==> src/rtl/sdram_trk_pkg.sv <==
package sdram_trk_pkg;
  typedef enum logic [3:0] {
    C_INH    = 4'd0,
    C_NOP    = 4'd1,
    C_ACT    = 4'd2,
    C_RD     = 4'd3,
    C_WR     = 4'd4,
    C_BST    = 4'd5,
    C_PRE    = 4'd6,
    C_AREF   = 4'd7,
    C_SREF   = 4'd8,
    C_LMR    = 4'd9,
    C_SRX    = 4'd10,
    C_SRHOLD = 4'd11
  } cmd_e;
endpackage

==> src/rtl/sdram_trk_decode.sv <==
module sdram_trk_decode
  import sdram_trk_pkg::*;
(
  input  logic cs_n,
  input  logic ras_n,
  input  logic cas_n,
  input  logic we_n,
  input  logic cke,
  input  logic in_sr,
  output cmd_e cmd
);
  always_comb begin
    cmd = C_INH;
    if (in_sr) begin
      cmd = cke ? C_SRX : C_SRHOLD;
    end else if (!cs_n) begin
      unique case ({ras_n, cas_n, we_n})
        3'b111:  cmd = C_NOP;
        3'b011:  cmd = C_ACT;
        3'b101:  cmd = C_RD;
        3'b100:  cmd = C_WR;
        3'b110:  cmd = C_BST;
        3'b010:  cmd = C_PRE;
        3'b001:  cmd = cke ? C_AREF : C_SREF;
        default: cmd = C_LMR;
      endcase
    end
  end
endmodule

==> src/rtl/sdram_trk_banks.sv <==
module sdram_trk_banks #(
  parameter int NB    = 4,
  parameter int ROW_W = 12,
  localparam int BA_W = $clog2(NB)
) (
  input  logic                      clk,
  input  logic                      rst_n,
  input  logic                      act_en,
  input  logic [BA_W-1:0]           act_bank,
  input  logic [ROW_W-1:0]          act_row,
  input  logic                      cls_en,
  input  logic [BA_W-1:0]           cls_bank,
  input  logic                      cls_all,
  output logic [NB-1:0]             open_o,
  output logic [NB-1:0][ROW_W-1:0]  row_o
);
  for (genvar b = 0; b < NB; b++) begin : g_bank
    logic open_d;
    logic row_en;

    always_comb begin
      row_en = act_en && (act_bank == BA_W'(b));
      open_d = open_o[b];
      if (row_en) begin
        open_d = 1'b1;
      end else if (cls_all || (cls_en && (cls_bank == BA_W'(b)))) begin
        open_d = 1'b0;
      end
    end

    always_ff @(posedge clk or negedge rst_n) begin
      if (!rst_n) begin
        open_o[b] <= 1'b0;
        row_o[b]  <= '0;
      end else begin
        open_o[b] <= open_d;
        if (row_en) row_o[b] <= act_row;
      end
    end
  end
endmodule

==> src/rtl/sdram_trk_dqm.sv <==
module sdram_trk_dqm #(
  parameter int RD_LAT = 2
) (
  input  logic clk,
  input  logic rst_n,
  input  logic dqm,
  output logic wr_mask,
  output logic rd_hiz
);
  logic [RD_LAT:0] stage;

  always_ff @(posedge clk or negedge rst_n) begin
    if (!rst_n) stage[0] <= 1'b1;
    else        stage[0] <= dqm;
  end

  for (genvar i = 1; i <= RD_LAT; i++) begin : g_stage
    always_ff @(posedge clk or negedge rst_n) begin
      if (!rst_n) stage[i] <= 1'b1;
      else        stage[i] <= stage[i-1];
    end
  end

  assign wr_mask = stage[0];
  assign rd_hiz  = stage[RD_LAT];
endmodule

==> src/rtl/sdram_cmd_tracker.sv <==
module sdram_cmd_tracker
  import sdram_trk_pkg::*;
#(
  parameter int NB     = 4,
  parameter int ADDR_W = 12,
  parameter int COL_W  = 9,
  parameter int AP_BIT = 10,
  parameter int RD_LAT = 2,
  localparam int BA_W  = $clog2(NB)
) (
  input  logic              clk,
  input  logic              rst_n,
  input  logic              cs_n,
  input  logic              ras_n,
  input  logic              cas_n,
  input  logic              we_n,
  input  logic              cke,
  input  logic [BA_W-1:0]   ba,
  input  logic [ADDR_W-1:0] addr,
  input  logic              dqm,
  output logic [3:0]        cmd_o,
  output logic              acc_valid,
  output logic              acc_write,
  output logic [BA_W-1:0]   acc_bank,
  output logic [COL_W-1:0]  acc_col,
  output logic [ADDR_W-1:0] acc_row,
  output logic              acc_autopre,
  output logic [NB-1:0]     bank_open,
  output logic [ADDR_W-1:0] mode_reg,
  output logic              self_ref,
  output logic              proto_err,
  output logic              wr_mask,
  output logic              rd_hiz
);
  cmd_e                      cmd;
  logic [NB-1:0][ADDR_W-1:0] rows;
  logic                      act_en, cls_en, cls_all;
  logic [BA_W-1:0]           cls_bank;
  logic                      err_d, av_d, aw_d, ap_d, sr_d;
  logic [COL_W-1:0]          col_d;
  logic [ADDR_W-1:0]         row_d, mode_d;
  logic                      any_open, sel_open;

  sdram_trk_decode u_dec (
    .cs_n(cs_n), .ras_n(ras_n), .cas_n(cas_n), .we_n(we_n),
    .cke(cke), .in_sr(self_ref), .cmd(cmd)
  );

  sdram_trk_banks #(.NB(NB), .ROW_W(ADDR_W)) u_banks (
    .clk(clk), .rst_n(rst_n),
    .act_en(act_en), .act_bank(ba), .act_row(addr),
    .cls_en(cls_en), .cls_bank(cls_bank), .cls_all(cls_all),
    .open_o(bank_open), .row_o(rows)
  );

  sdram_trk_dqm #(.RD_LAT(RD_LAT)) u_dqm (
    .clk(clk), .rst_n(rst_n), .dqm(dqm),
    .wr_mask(wr_mask), .rd_hiz(rd_hiz)
  );

  assign any_open = |bank_open;
  assign sel_open = bank_open[ba];

  // next-state
  always_comb begin
    err_d    = 1'b0;
    av_d     = 1'b0;
    aw_d     = 1'b0;
    ap_d     = 1'b0;
    col_d    = '0;
    row_d    = '0;
    act_en   = 1'b0;
    cls_en   = 1'b0;
    cls_all  = 1'b0;
    cls_bank = ba;
    mode_d   = mode_reg;
    sr_d     = self_ref;
    unique case (cmd)
      C_ACT: begin
        if (sel_open) err_d = 1'b1;
        else          act_en = 1'b1;
      end
      C_RD, C_WR: begin
        if (!sel_open) begin
          err_d = 1'b1;
        end else begin
          av_d   = 1'b1;
          aw_d   = (cmd == C_WR);
          ap_d   = addr[AP_BIT];
          col_d  = addr[COL_W-1:0];
          row_d  = rows[ba];
          cls_en = addr[AP_BIT];
        end
      end
      C_PRE: begin
        if (addr[AP_BIT]) cls_all = 1'b1;
        else              cls_en  = 1'b1;
      end
      C_AREF: err_d = any_open;
      C_SREF: begin
        if (any_open) err_d = 1'b1;
        else          sr_d  = 1'b1;
      end
      C_LMR: begin
        if (any_open) err_d  = 1'b1;
        else          mode_d = addr;
      end
      C_SRX:   sr_d = 1'b0;
      default: ;
    endcase
  end

  // registers
  always_ff @(posedge clk or negedge rst_n) begin
    if (!rst_n) begin
      cmd_o       <= C_INH;
      acc_valid   <= 1'b0;
      acc_write   <= 1'b0;
      acc_bank    <= '0;
      acc_col     <= '0;
      acc_row     <= '0;
      acc_autopre <= 1'b0;
      mode_reg    <= '0;
      self_ref    <= 1'b0;
      proto_err   <= 1'b0;
    end else begin
      cmd_o       <= cmd;
      acc_valid   <= av_d;
      acc_write   <= aw_d;
      acc_bank    <= av_d ? ba : '0;
      acc_col     <= col_d;
      acc_row     <= row_d;
      acc_autopre <= ap_d;
      mode_reg    <= mode_d;
      self_ref    <= sr_d;
      proto_err   <= err_d;
    end
  end
endmodule

==> config.mk <==
export PLATFORM = sky130hd
export DESIGN_NAME = sdram_cmd_tracker
export DESIGN_NICKNAME = d
export VERILOG_FILES = /design/src/rtl/sdram_trk_pkg.sv /design/src/rtl/sdram_trk_decode.sv /design/src/rtl/sdram_trk_banks.sv /design/src/rtl/sdram_trk_dqm.sv /design/src/rtl/sdram_cmd_tracker.sv
export SDC_FILE = /design/constraint.sdc
export NUM_CORES = 1
export LEC_CHECK = 0
export ABC_AREA = 0
export BUFFER_PORTS_ARGS = -buffer_cell sky130_fd_sc_hd__buf_2
export CORE_MARGIN = 2
export CORE_UTILIZATION = 55
export DETAILED_ROUTE_END_ITERATION = 6
export PLACE_DENSITY_LB_ADDON = 0.1
export RECOVER_POWER = 25
export REMOVE_ABC_BUFFERS = 1
export SYNTH_ARGS = -nofsm -noshare
export SYNTH_HDL_FRONTEND = slang
export SYNTH_SLANG_ARGS = --single-unit
==> constraint.sdc <==
create_clock -name clk -period 2.18 [get_ports clk]
set_input_delay 0.218 -clock clk [delete_from_list [all_inputs] [get_ports clk]]
set_output_delay 0.218 -clock clk [all_outputs]
set_load 0.05 [all_outputs]
Word-level counts from Yosys, hierarchy flattened
Cells that the tools add are included.
{"block": "totals", "inputBits": 22, "register_bits": 99, "rom_bits": 0, "memories": 0, "word_cells": 103, "ram_bits": 0, "latchBits": 0}
{"block": "classes", "n_shift": 0, "mul": 0, "n_eq_ne": 19, "div": 0, "n_reduce_logical": 23, "magnitude_cmp": 1, "n_mux": 38, "addsub": 0, "bitwise": 1}
{"op": "$mux W12", "count": 3}
{"op": "$pmux W4 S7", "count": 1}
{"op": "$bmux W12 S2", "count": 1}
{"op": "$mux W1", "count": 23}
{"op": "$mux W9", "count": 2}
{"op": "$eq A3 B3 Y1 const B", "count": 4}
{"op": "$eq A4 B3 Y1 const B", "count": 3}
{"op": "$eq A4 B4 Y1 const B", "count": 3}
{"op": "$mux W4", "count": 3}
{"op": "$reduce_bool A2 Y1", "count": 5}
{"op": "$eq A4 B2 Y1 const B", "count": 2}
{"op": "$logic_and A1 B1 Y1", "count": 8}
{"op": "$eq A3 B2 Y1 const B", "count": 2}
{"op": "$eq A2 B2 Y1 const B", "count": 2}
{"op": "$logic_or A1 B1 Y1", "count": 4}
{"op": "$pmux W1 S2", "count": 2}
{"op": "$pmux W1 S4", "count": 1}
{"op": "$reduce_and A2 Y1", "count": 2}
{"op": "$reduce_or A2 Y1", "count": 2}
{"op": "$reduce_or A4 Y1", "count": 1}
{"op": "$eq A3 B1 Y1 const B", "count": 1}
{"op": "$lt A2 B3 Y1 const B", "count": 1}
{"op": "$bmux W1 S2", "count": 1}
{"op": "$eq A2 B1 Y1 const B", "count": 1}
{"op": "other kinds (4)", "count": 4}

Logic depth before layout (Yosys ltp)
Gate-level depths: netlist (run 1).
{"block": "logic_depth", "ltp_word": 11, "ltp_mapped": 5, "depth_no_buf": 3}

Modules after synthesis
From an unflattened synthesis (run 1), not the netlist that was laid out.
{"block": "unflattened", "cells_unflattened": 262, "hier_area_um2": 4030.1}
{"module": "sdram_trk_banks", "area_each_um2": 1979.4, "n_inst": 1, "cells_each": 120}
{"module": "sdram_cmd_tracker", "area_each_um2": 1875.5, "n_inst": 1, "cells_each": 125}
{"module": "sdram_trk_decode", "area_each_um2": 96.3, "n_inst": 1, "cells_each": 14}
{"module": "sdram_trk_dqm", "area_each_um2": 78.8, "n_inst": 1, "cells_each": 3}

Worst setup path after synthesis (run 1)
Ideal clock, no wire load.
{"block": "synth_path", "path_kind": "register to register", "startpoint": "register self_ref", "endpoint": "register u_banks.row_o[38] in the netlist's numbering", "arrival_time_ns": 1.677, "setup_ns": 0.125, "path_buffers": 2, "path_slack_ns": 0.378, "stages_incl_launch_ff": 6, "path_cell_list": "dfrtp_1 > buf_2 > nor2_4 > and3_4 > buf_6 > mux2_2"}
{"block": "synth_via", "elab_chain_len": 4}
{"element": "from (decl)", "line": "sdram_cmd_tracker.sv:30", "rtl": "output logic self_ref,"}
{"element": "from (signal assigned)", "line": "sdram_cmd_tracker.sv:135", "rtl": "self_ref <= sr_d;"}
{"element": "$mux W4", "line": "sdram_trk_decode.sv:14", "rtl": "if (in_sr) begin"}
{"element": "$eq A4 B2 Y1", "line": "sdram_cmd_tracker.sv:78", "rtl": "unique case (cmd)"}
{"element": "$mux W1", "line": "sdram_cmd_tracker.sv:78"}
{"element": "$logic_and A1 B1 Y1", "line": "sdram_trk_banks.sv:22", "rtl": "row_en = act_en && (act_bank == BA_W'(b));"}
{"element": "to (signal, indexed assignment)", "line": "sdram_trk_banks.sv:37", "rtl": "if (row_en) row_o[b] <= act_row;"}
{"element": "to (decl)", "line": "sdram_trk_banks.sv:15", "rtl": "output logic [NB-1:0][ROW_W-1:0] row_o"}
Every way passes these cells.
A chain may end at the register's enable or synchronous reset.

Worst setup path in the final report (run 1)
{"block": "layout_path", "startpoint": "register u_banks.open_o[3]", "endpoint": "register proto_err"}
{"block": "layout_via", "elab_chain_len": 4, "word_cells_on_any_way": 7, "cone_classes": "mux: 6; reduce/logical: 1"}
{"element": "from (decl)", "line": "sdram_trk_banks.sv:14", "rtl": "output logic [NB-1:0] open_o,"}
{"element": "from (signal, indexed assignment)", "line": "sdram_trk_banks.sv:36", "rtl": "open_o[b] <= open_d;"}
{"element": "$bmux W1 S2", "line": "sdram_cmd_tracker.sv:62", "rtl": "assign sel_open = bank_open[ba];"}
{"element": "$mux W1 (not written as such)", "line": "sdram_cmd_tracker.sv:62"}
{"element": "$mux W1, on equally long branches", "line": "sdram_cmd_tracker.sv:84, sdram_cmd_tracker.sv:80"}
{"element": "$pmux W1 S4 (*)", "line": "sdram_cmd_tracker.sv:78"}
{"element": "named net err_d", "line": "sdram_cmd_tracker.sv:39", "rtl": "logic err_d, av_d, aw_d, ap_d, sr_d;"}
{"element": "to (signal assigned)", "line": "sdram_cmd_tracker.sv:136", "rtl": "proto_err <= err_d;"}
{"element": "to (decl)", "line": "sdram_cmd_tracker.sv:31", "rtl": "output logic proto_err,"}
Mark *: on every way through the listed nets, which the timed path passes. The rest lies on a longest branch. The select of a mux whose other input is x is not followed.

==> summary.md, run 1 <==
| Metric | Value |
|---|---|
| Mux share of post-synthesis cell area | 0.242 |
| Netlist cell types | 45 |
| CTS Buf Count | 9 |
| GRT Total Usage | 0.204 |
| Slowest stage delay, CP | 0.63 ns |
| Pre-CTS WS | 0.528 ns |
| CTS resizes | 0 |
| Detailed placer's ending HPWL | 5180 um |
| CP startpoint | u_banks.open_o[3] |
| Total iterations of the first detailed-routing run | 4 |
| Maximum capacitance violations | 0 |
| Largest net degree at the start of global routing | 72 |
| DP Area | 4710 um^2 |
| # nets final | 370 |
| Final Max Tran Viols | 0 |
| Part of the cycle the worst path needs | 0.768 |
| PortBufs | 71 |
| Drt total wl | 7930 um |
| Fillers | 609 |
| #FFs+latches synth | 99 |
| Synth Area in Compound Gates | 0.0351 |
| Root Driver | clkbuf_8 |
| Routability cong. | 0.727 |
| Worst slew pin tran | 0.739 ns |
| Worst R2R Setup Slack | 0.51 ns |
| Reg area | 2480 um^2 |
| Adder-cell area share of the yosys netlist | 0 |
| ANT nets after route | 0 |
| # rows | 32 |
| Syn_area_per_cell | 15.7 um^2 |
| DRC Markers | 0 |
| Clk_lat worst skew | 0.36 ns |
| Die height | 92.2 um |
| N_diodes | 0 |
| Critical path capture point type | flip-flop |
| CTS Buffer Depth | 2 |
| Fin area | 4930 um^2 |
| R2r worst-path depth | 3 |
| TNS Setup | 0 ns |
| Reg-to-reg critical path endpoint | proto_err |
| Post-synth EDFFs | 0 |
| Mapped Area | 4270 um^2 |
| Drt first-iter violations | 120 |
| Final hold vios | 0 |
| Slew HR | 0.507 |
| Critical path class | reg2reg |
| Crit path to | proto_err |
| CP Launch Type | flip-flop |
| Power Density | 974 nW/um^2 |
| Average wire per standard cell | 17.4 um |
| Area Overhead vs Synth | 15.4% |
| Die area | 8490 um^2 |
| Initial antenna violation count | 0 |
| Initial Utilization | 0.562 |
| Commonest non-fill, non-tap cell in the layout | dfrtp_1 |
| Clock skew | 0.00961 ns |
| H-tree levels | 3 |
| Multi-input logic area | 1660 um^2 |
| Setup ws final | 0.507 ns |
| RSZ-0062 raised after global routing | no |
| Maximum clock rate | 0.598 GHz |
| VDD IR max | 0.568 mV |
| Status | finished clean |
| I/O pins | 72 |
| Vias in the first global route | 2517 |
| Core Area | 7610 um^2 |
| Postcts setup bufs | 0 |
| Reg clk slew, reported paths | 0.10 ns |
| DR vias | 2509 |
| Share of cells above drive strength 1 | 0.535 |
| Cts hold-fix bufs | 2 |
| Final min period | 1.67 ns |
| CP max FO | 10 |
| Gr ovfl total | 0 |
| Seq/Total Area, Yosys | 0.581 |
| Synth Area in Simple Gates | 0.112 |
| First-pass GRT wire length | 13100 um |
| Pleak | 2.62 nW |
| Horiz. Die Dim | 92.2 um |
| RR Startpoint | u_banks.open_o[3] |
| Post-Synth XOR/XNOR Area | 0 |
| Final Setup Violations | 0 |
| Clk sinks | 99 |
| Largest family of logic cells by synthesized area | multiplexers |
| Cells after Synth | 273 |
| Via-to-Cell Ratio | 5.51 |
| Most used flip-flop cell after synthesis | dfrtp_1 |
| Ys Warns | 0 |
| Max reg flops | 48 |
| Hold WC Path Type | in2reg |
| CP Data Required Time | 2.44 ns |
| Most frequent cells in the layout | dfrtp_1 (96), buf_2 (70), mux2_2 (44) |
| Crit-path cells | mux4_2, mux2_4, o21a_1 |
| Async set-reset flop share out of synthesis | 1.00 |
| CTS tree | done |
| Worst path arrival time | 1.93 ns |
| Crit-path slowest cell | mux4_2 |
## area by class of cell
type | count | area share
Sequential cell | 99 | 0.503
Multi-Input combinational cell | 155 | 0.336
Timing Repair Buffer | 82 | 0.0923
Clock buffer | 10 | 0.0279
Tap cell | 102 | 0.0259
Clock inverter | 6 | 0.0139
Inverter | 1 | 0.000761
## critical path, delay by kind of cell (launching register included)
kind            cells  cell delay (ns)
compound gates      1             0.16
mux                 2             0.97
flops               1             0.45
## layer usage
metal / routed length (um) / vias up / global-route usage / share of wire
met5: 0 / - / 0 / 0
met4: 119 / 0 / 0.0759 / 0.015
met3: 257 / 10 / 0.0394 / 0.032
met2: 3840 / 49 / 0.319 / 0.48
met1: 3710 / 1308 / 0.287 / 0.47
li1: - / 1142 / - / -
## through the flow
step | std cells | hold slack, ns | total power [mW] | utilization
CTS | 455 | 0.0610 | 4.86 | 0.649
global placement | 437 | 0.167 | 3.60 | 0.619
global route | 455 | 0.0605 | 5.06 | 0.649
floorplan | 255 | -0.0776 | 3.26 | -
detailed placement | 437 | 0.169 | 3.64 | 0.619
finish | 455 | 0.0738 | 4.80 | 0.649
## worst min-delay path by stage
stage | from | endpoint | slack, ns | cells past startpoint
global route | cke | self_ref | 0.06 | 2
floorplan | rst_n | acc_autopre | -0.08 | 0
detailed placement | rst_n | acc_col[6] | 0.17 | 1
global placement | rst_n | acc_col[6] | 0.17 | 1
CTS | cke | self_ref | 0.06 | 2
finish | cke | self_ref | 0.07 | 2
## synthesized netlist by cell type (3+ instances only)
| cell type | n | area [um^2] |
|---|---|---|
| buf_6 | 7 | 78.8 |
| and3_1 | 22 | 138 |
| mux2_4 | 11 | 165 |
| and2_1 | 3 | 18.8 |
| dfstp_2 | 3 | 78.8 |
| and3_2 | 4 | 30.0 |
| dfrtp_1 | 96 | 2400 |
| or2_2 | 3 | 18.8 |
| nor2_1 | 3 | 11.3 |
| nand2b_1 | 3 | 18.8 |
| mux2_2 | 44 | 495 |
| clkbuf_1 | 7 | 26.3 |
| a21oi_1 | 5 | 25.0 |
| mux2_1 | 7 | 78.8 |
| mux4_2 | 13 | 293 |
## where the power goes
group | internal [mW] | switching, mW | total, mW
clock | 0.575 | 0.637 | 1.21
sequential | 2.15 | 0.165 | 2.31
combinational | 0.484 | 0.797 | 1.28
total | 3.21 | 1.60 | 4.80
## kinds of logic (layout without fill, tap and decap cells)
family | count (synthesis) | in the layout
AO/OA/AOI/OAI | 20 | 20
buffers and inverters | 19 | 99
flip-flops | 99 | 99
multiplexers | 75 | 75
AND/OR/NAND/NOR | 60 | 60
No activity file was read; power rests on OpenSTA's default activity.
==> run 2, diff against run 1 <==
--- a/config.mk
+++ b/config.mk
@@ -8,7 +8,7 @@
 export ABC_AREA = 0
 export BUFFER_PORTS_ARGS = -buffer_cell sky130_fd_sc_hd__buf_2
 export CORE_MARGIN = 2
-export CORE_UTILIZATION = 55
+export CORE_UTILIZATION = 50
 export DETAILED_ROUTE_END_ITERATION = 6
 export PLACE_DENSITY_LB_ADDON = 0.1
 export RECOVER_POWER = 25
==> constraint.sdc (replaced) <==
create_clock -name clk -period 1.4 [get_ports clk]
set_input_delay 0.14 -clock clk [delete_from_list [all_inputs] [get_ports clk]]
set_output_delay 0.14 -clock clk [all_outputs]
set_load 0.05 [all_outputs]
==> summary.md, run 2 (synthesis results as in run 1) <==
| Metric | Value |
|---|---|
| Status | finished with violations |
| Violations in the final reports | negative setup slack |
| Drt total wl | 8860 um (+12%) |
| Final Max Tran Viols | 0 (unchanged) |
| Worst path arrival time | 1.79 ns (-0.14 ns) |
| Area Overhead vs Synth | 26.8% |
| Largest net degree at the start of global routing | 40 (-44%) |
| Max reg flops | 48 (unchanged) |
| Final min period | 1.54 ns (-0.133 ns) |
| CP max FO | 4 (-6) |
| Final Setup Violations | 69 (+69) |
| VDD IR max | 1.22 mV (+110%) |
| DR vias | 2677 (+6.7%) |
| Maximum capacitance violations | 0 (unchanged) |
| Sequential share of power | 0.463 (-0.018) |
| H-tree levels | 3 (unchanged) |
| Reg area | 2480 um^2 (unchanged) |
| Commonest non-fill, non-tap cell in the layout | dfrtp_1 |
| First-pass GRT wire length | 14600 um (+11%) |
| Comb pwr share | 0.295 (+0.028) |
| Core Area | 8260 um^2 (+8.6%) |
| # rows | 33 (+3.1%) |
| Average wire per standard cell | 17.8 um (+2.3%) |
| Detailed placer's ending HPWL | 5890 um (+14%) |
| CP Launch Type | flip-flop |
| Die area | 9300 um^2 (+9.5%) |
| Pint | 5.23 mW (+63%) |
| N_diodes | 0 (unchanged) |
| Fillers | 645 (+5.9%) |
| Initial Utilization | 0.518 (-0.0443) |
| Root Driver | clkbuf_8 |
| Initial antenna violation count | 0 (unchanged) |
| Horiz. Die Dim | 96.5 um (+4.7%) |
| Critical path class | reg2reg |
| DP Area | 5020 um^2 (+6.5%) |
| CP Data Required Time | 1.65 ns (-0.79 ns) |
| DRC Markers | 0 (unchanged) |
| Drt first-iter violations | 112 (-6.7%) |
| Clock skew | 0.00886 ns (-0.000745 ns) |
| Clk_lat worst skew | 0.36 ns (about the same) |
| Share of cells above drive strength 1 | 0.592 (+0.0564) |
| Part of the cycle the worst path needs | 1.10 (+0.333) |
| Power share of the clock group | 0.242 (-0.010) |
| ANT nets after route | 0 (unchanged) |
| Fin area | 5420 um^2 (+9.9%) |
| CTS tree | done |
| Die height | 96.5 um (+4.7%) |
| Reg clk slew, reported paths | 0.09 ns (about the same) |
| Via-to-Cell Ratio | 5.39 (-2.3%) |
| Slew HR | 0.432 (-0.0753) |
| Cell Count Post-Placement | 472 (+8.0%) |
| Finished Core Util | 0.656 (+0.00784) |
| Maximum clock rate | 0.649 GHz (+8.6%) |
| RSZ-0062 raised after global routing | yes |
| CTS Buf Count | 9 (unchanged) |
| Pleak | 2.89 nW (+10%) |
| GRT Total Usage | 0.212 (+0.00805) |
| Final hold vios | 0 (unchanged) |
| CTS Buffer Depth | 2 (unchanged) |
| Net Switching | 2.51 mW (+57%) |
| # nets final | 409 (+11%) |
| Routability cong. | 0.779 (+7.0%) |
| Clk sinks | 99 (unchanged) |
| I/O pins | 72 (unchanged) |
| Sw Share | 0.324 (-0.00847) |
| PortBufs | 71 (unchanged) |
| Multi-input logic area | 1750 um^2 (+5.4%) |
| Worst hold path depth | 2 (unchanged) |
| Finished Layout Cells | 497 (+9.2%) |
| Gr ovfl total | 0 (unchanged) |
| Power Density | 1430 nW/um^2 (+47%) |
| Hold WC Path Type | in2reg |
| R2r worst-path depth | 3 (unchanged) |
| Worst slew pin tran | 0.852 ns (+0.113 ns) |
| Most frequent cells in the layout | dfrtp_1 (96), buf_2 (70), mux2_2 (38) |
| Setup ws final | -0.141 ns (-0.647 ns) |
| Total iterations of the first detailed-routing run | 4 (unchanged) |
| Vias in the first global route | 2777 (+10%) |
| TNS Setup | -3.66 ns (-3.66 ns) |
| Critical path capture point type | flip-flop |
==> run 2: worst paths after layout <==
path / start / endpoint / slack [ns]
setup / recovery: u_banks.open_o[3] / proto_err / -0.14
hold / removal: addr[9] / u_banks.row_o[45] / 0.08
setup reg to reg: u_banks.open_o[3] / proto_err / -0.14
hold reg to reg: u_dqm.stage[1] / u_dqm.rd_hiz / 0.36
max in group asynchronous: rst_n / u_dqm.rd_hiz / 0.17
min in group asynchronous: rst_n / acc_col[4] / 0.40
==> run 2: layer usage <==
metal / vias up / global-route usage / share of wire
met3: 6 / 0.0559 / 0.045
met4: 0 / 0.0505 / 0.0076
met5: - / 0 / 0
met1: 1362 / 0.305 / 0.47
met2: 74 / 0.326 / 0.47
li1: 1235 / - / -
==> run 2: metrics by stage <==
stage               worst slack [ns]  hold WS (ns)  total power, mW
detailed placement            -0.127        0.0159             5.81
CTS                           -0.141        0.0662             7.79
global route                  -0.182        0.0625             8.12
global placement             -0.0986        0.0101             5.75
finish                        -0.141        0.0751             7.74
floorplan                     -0.490        -0.156             5.08
==> run 2: layout make-up <==
| type | instances | area share |
|---|---|---|
| Inverter | 1 | 0.000693 |
| Clock inverter | 3 | 0.00854 |
| Tap cell | 105 | 0.0242 |
| Multi-Input combinational cell | 156 | 0.322 |
| Sequential cell | 99 | 0.458 |
| Timing Repair Buffer | 120 | 0.157 |
| Clock buffer | 13 | 0.0293 |
==> run 2: power by group through the flow <==
stage          logic, mW  clock network, mW  registers [mW]
2_1_floorplan      0.729                  0            4.35
3_3_place_gp        2.15                  0            3.61
3_5_place_dp        2.19                  0            3.63
4_1_cts             2.28               1.93            3.58
5_1_grt             2.42               2.06            3.64
6_report            2.28               1.87            3.58
==> run 2: worst max-delay path: stages (launching register included) <==
cell and delay [ns]:
dfrtp_1 0.41, mux4_2 0.54, mux2_4 0.32, o21a_1 0.17
==> run 2: repair_timing <==
item | 4_1_cts | 5_1_grt
buffers inserted | 3 | 1
endpoints found under the hold margin | 98 | 0
setup endpoints to repair | 88 | 89
gates cloned | 2 | 0
hold buffers | 3 | 0
pin swaps | 4 | 4
resized for setup | 24 | 6
==> run 3, diff against run 2 <==
--- a/config.mk
+++ b/config.mk
@@ -15,4 +15,5 @@
 export REMOVE_ABC_BUFFERS = 1
 export SYNTH_ARGS = -nofsm -noshare
 export SYNTH_HDL_FRONTEND = slang
+export SYNTH_HIERARCHICAL = 1
 export SYNTH_SLANG_ARGS = --single-unit
==> summary.md, run 3 <==
| Metric | Value |
|---|---|
| R2r worst-path depth | 9 (+6) |
| Commonest non-fill, non-tap cell in the layout | dfrtp_1 |
| Via-to-Cell Ratio | 5.37 (-0.35%) |
| RR Startpoint | self_ref |
| Average wire per standard cell | 18.1 um (+1.4%) |
| Crit path to | u_banks/open_o[0] |
| Die height | 93.8 um (-2.8%) |
| Sw Share | 0.379 (+0.0551) |
| CP startpoint | self_ref |
| Ys Warns | 6 (+6) |
| Finished Core Util | 0.697 (+0.0403) |
| Worst path arrival time | 2.49 ns (+0.70 ns) |
| RSZ-0062 raised after global routing | yes |
| Area Overhead vs Synth | 34.3% |
| CP max FO | 4 (unchanged) |
| I/O pins | 72 (unchanged) |
| Net Switching | 4.10 mW (+63%) |
| Fin area | 5410 um^2 (-0.16%) |
| Clk_lat worst skew | 0.38 ns (+0.02 ns) |
| H-tree levels | 3 (unchanged) |
| Gr busiest metal | met2 |
| Mapped Area | 4030 um^2 (-5.7%) |
| Clock skew | 0.0113 ns (+0.00247 ns) |
| N_diodes | 0 (unchanged) |
| Met3 usage | 0.0369 (-0.0189) |
| Detailed placer's ending HPWL | 5340 um (-9.2%) |
| Gr ovfl total | 0 (unchanged) |
| Reg-to-reg critical path endpoint | u_banks/open_o[0] |
| Drt total wl | 8960 um (+1.0%) |
| Cells after Synth | 262 (-4.0%) |
| Final Max Tran Viols | 0 (unchanged) |
| Synth area leaders | dfrtp_1 (60%), mux2_2 (17%), mux4_2 (7.3%) |
| Synth top cells by count | dfrtp_1 (96), mux2_2 (60), and2_1 (23) |
| Pint | 6.70 mW (+28%) |
| CP Data Required Time | 1.67 ns (+0.02 ns) |
| Seq/Total Area, Yosys | 0.616 (+0.0351) |
| Final Setup Violations | 92 (+33%) |
| CTS Buf Count | 9 (unchanged) |
| Drt first-iter violations | 118 (+5.4%) |
| Share of the synthesized area in the top cell type | 0.596 (+0.0340) |
| Post-synth EDFFs | 0 (unchanged) |
| Status | finished with violations |
| Root Driver | clkbuf_8 |
| Critical path class | reg2reg |
| Horiz. Die Dim | 93.8 um (-2.8%) |
| Cell with the most instances after synthesis | dfrtp_1 |
| Sequential share of power | 0.406 (-0.057) |
| Violations in the final reports | negative setup slack |
| Comb pwr share | 0.432 (+0.137) |
| DR vias | 2657 (-0.75%) |
| Syn_area_per_cell | 15.4 um^2 (-1.7%) |
| Worst slew pin tran | 0.648 ns (-0.204 ns) |
| Critical path capture point type | flip-flop |
| Reg clk slew, reported paths | 0.11 ns (+0.02 ns) |
| CP Launch Type | flip-flop |
| First-pass GRT wire length | 14000 um (-4.1%) |
| Part of the cycle the worst path needs | 1.59 (+0.486) |
| Grt met1 use | 0.291 (-0.0146) |
| Met2 GRT Util | 0.338 (+0.0123) |
| Most used flip-flop cell after synthesis | dfrtp_1 |
| Routability cong. | 0.825 (+5.9%) |
| Hold WC Path Type | in2reg |
| Final min period | 2.22 ns (+0.681 ns) |
| Power share of the clock group | 0.162 (-0.080) |
| GRT Total Usage | 0.214 (+0.00190) |
| ANT nets after route | 0 (unchanged) |
| Clk sinks | 99 (unchanged) |
| Netlist cell types | 39 (-13%) |
| Worst R2R Setup Slack | -0.82 ns (-0.68 ns) |
| DP Area | 4770 um^2 (-4.8%) |
| DRC Markers | 0 (unchanged) |
| Vias in the first global route | 2714 (-2.3%) |
| Maximum capacitance violations | 0 (unchanged) |
| Maximum clock rate | 0.450 GHz (-31%) |
| Setup ws final | -0.821 ns (-0.681 ns) |
| CTS Buffer Depth | 2 (unchanged) |
| CTS tree | done |
| PortBufs | 71 (unchanged) |
| Synth area leader | dfrtp_1 |
| Most frequent cells in the layout | dfrtp_1 (95), buf_2 (69), mux2_2 (59) |
| Die area | 8790 um^2 (-5.5%) |
| Initial Utilization | 0.519 (+0.00127) |
| Max reg flops | 48 (unchanged) |
| VDD IR max | 0.901 mV (-26%) |
| # rows | 32 (-3.0%) |
| Pleak | 2.67 nW (-7.6%) |
| Share of cells above drive strength 1 | 0.667 (+0.0748) |
| #FFs+latches synth | 99 (unchanged) |
| Final hold vios | 0 (unchanged) |
| Async set-reset flop share out of synthesis | 1.00 (unchanged) |
| Largest net degree at the start of global routing | 48 (+20%) |
| Total iterations of the first detailed-routing run | 4 (unchanged) |
| Slew HR | 0.568 (+0.136) |
| Power Density | 2000 nW/um^2 (+40%) |
| # nets final | 410 (+0.24%) |
| Initial antenna violation count | 0 (unchanged) |
| Core Area | 7770 um^2 (-5.9%) |
run 3: changes by cell type after synthesis, moves of 4 or more:
cell	previous run	this run
clkbuf_1	7	3
mux2_2	44	60
mux2_4	11	0
and2_1	3	23
buf_2	2	6
mux2_1	7	0
buf_6	7	2
and3_1	22	1
and3_2	4	0
inv_1	1	5
run 3: layer usage:
layer  wire, um  vias to the layer above
met3        436                       13
li1           -                     1195
met5          0                        -
met4        196                        0
met2       4390                       74
met1       3940                     1375
run 3: worst min-delay path by stage:
stage	start	endpoint	cells after the start
5_1_grt	addr[6]	acc_col[6]	2
6_report	addr[6]	acc_col[6]	2
2_1_floorplan	rst_n	acc_autopre	0
3_3_place_gp	rst_n	cmd_o[0]	1
4_1_cts	addr[6]	acc_col[6]	2
3_5_place_dp	rst_n	cmd_o[3]	1
run 3: logic make-up (layout without fill, tap and decap cells):
logic type | count (synthesis) | count (layout) | synth area share
muxes | 74 | 74 | 0.243
buffers and inverters | 17 | 148 | 0.0214
and+or+nand+nor | 54 | 54 | 0.0854
AOI/OAI and AO/OA | 18 | 18 | 0.0348
DFF | 99 | 99 | 0.616
run 3: final cells by class:
class / count / area [um^2]
Sequential cell: 99 / 2480
Timing Repair Buffer: 126 / 956
Multi-Input combinational cell: 146 / 1640
Clock buffer: 9 / 124
Clock inverter: 7 / 61.3
Inverter: 6 / 25.0
Tap cell: 102 / 128
Fill cell: 544 / 2360
run 3: critical path: stages, from the launching register on:
cell,delay (ns)
dfrtp_2,0.45
inv_2,0.12
o311ai_4,0.12
o22ai_4,0.20
and3b_1,0.24
o211a_4,0.18
and2_4,0.14
or2_4,0.11
or3b_4,0.36
a31o_2,0.20
run 3: power by group through the flow:
stage	Combinational (mW)	Sequential, mW	Clock [mW]
finish	4.67	4.39	1.74
global route	4.92	4.50	1.91
CTS	4.45	4.37	1.78
detailed placement	4.03	4.42	0
global placement	3.94	4.39	0
floorplan	1.57	5.62	0
run 3: metrics by stage:
stage | instances | setup slack [ns] | TNS, ns | hold slack, ns | total power [mW]
2_1_floorplan | 251 | -1.48 | -88.05 | -0.156 | 7.20
3_3_place_gp | 462 | -0.885 | -64.45 | 0.0704 | 8.33
3_5_place_dp | 462 | -0.977 | -66.82 | 0.0698 | 8.45
4_1_cts | 491 | -0.811 | -60.03 | 0.0291 | 10.6
5_1_grt | 495 | -0.899 | -67.82 | 0.0461 | 11.3
6_report | 495 | -0.821 | -61.07 | 0.0496 | 10.8
run 3: what timing repair did:
item                       CTS  global route
hold buffers                 2             0
setup endpoints to repair   92            93
gates cloned                 3             1
gates resized for setup     34            41
setup buffers                8             3
pin swaps                   11             5
hold endpoints to repair    50             0
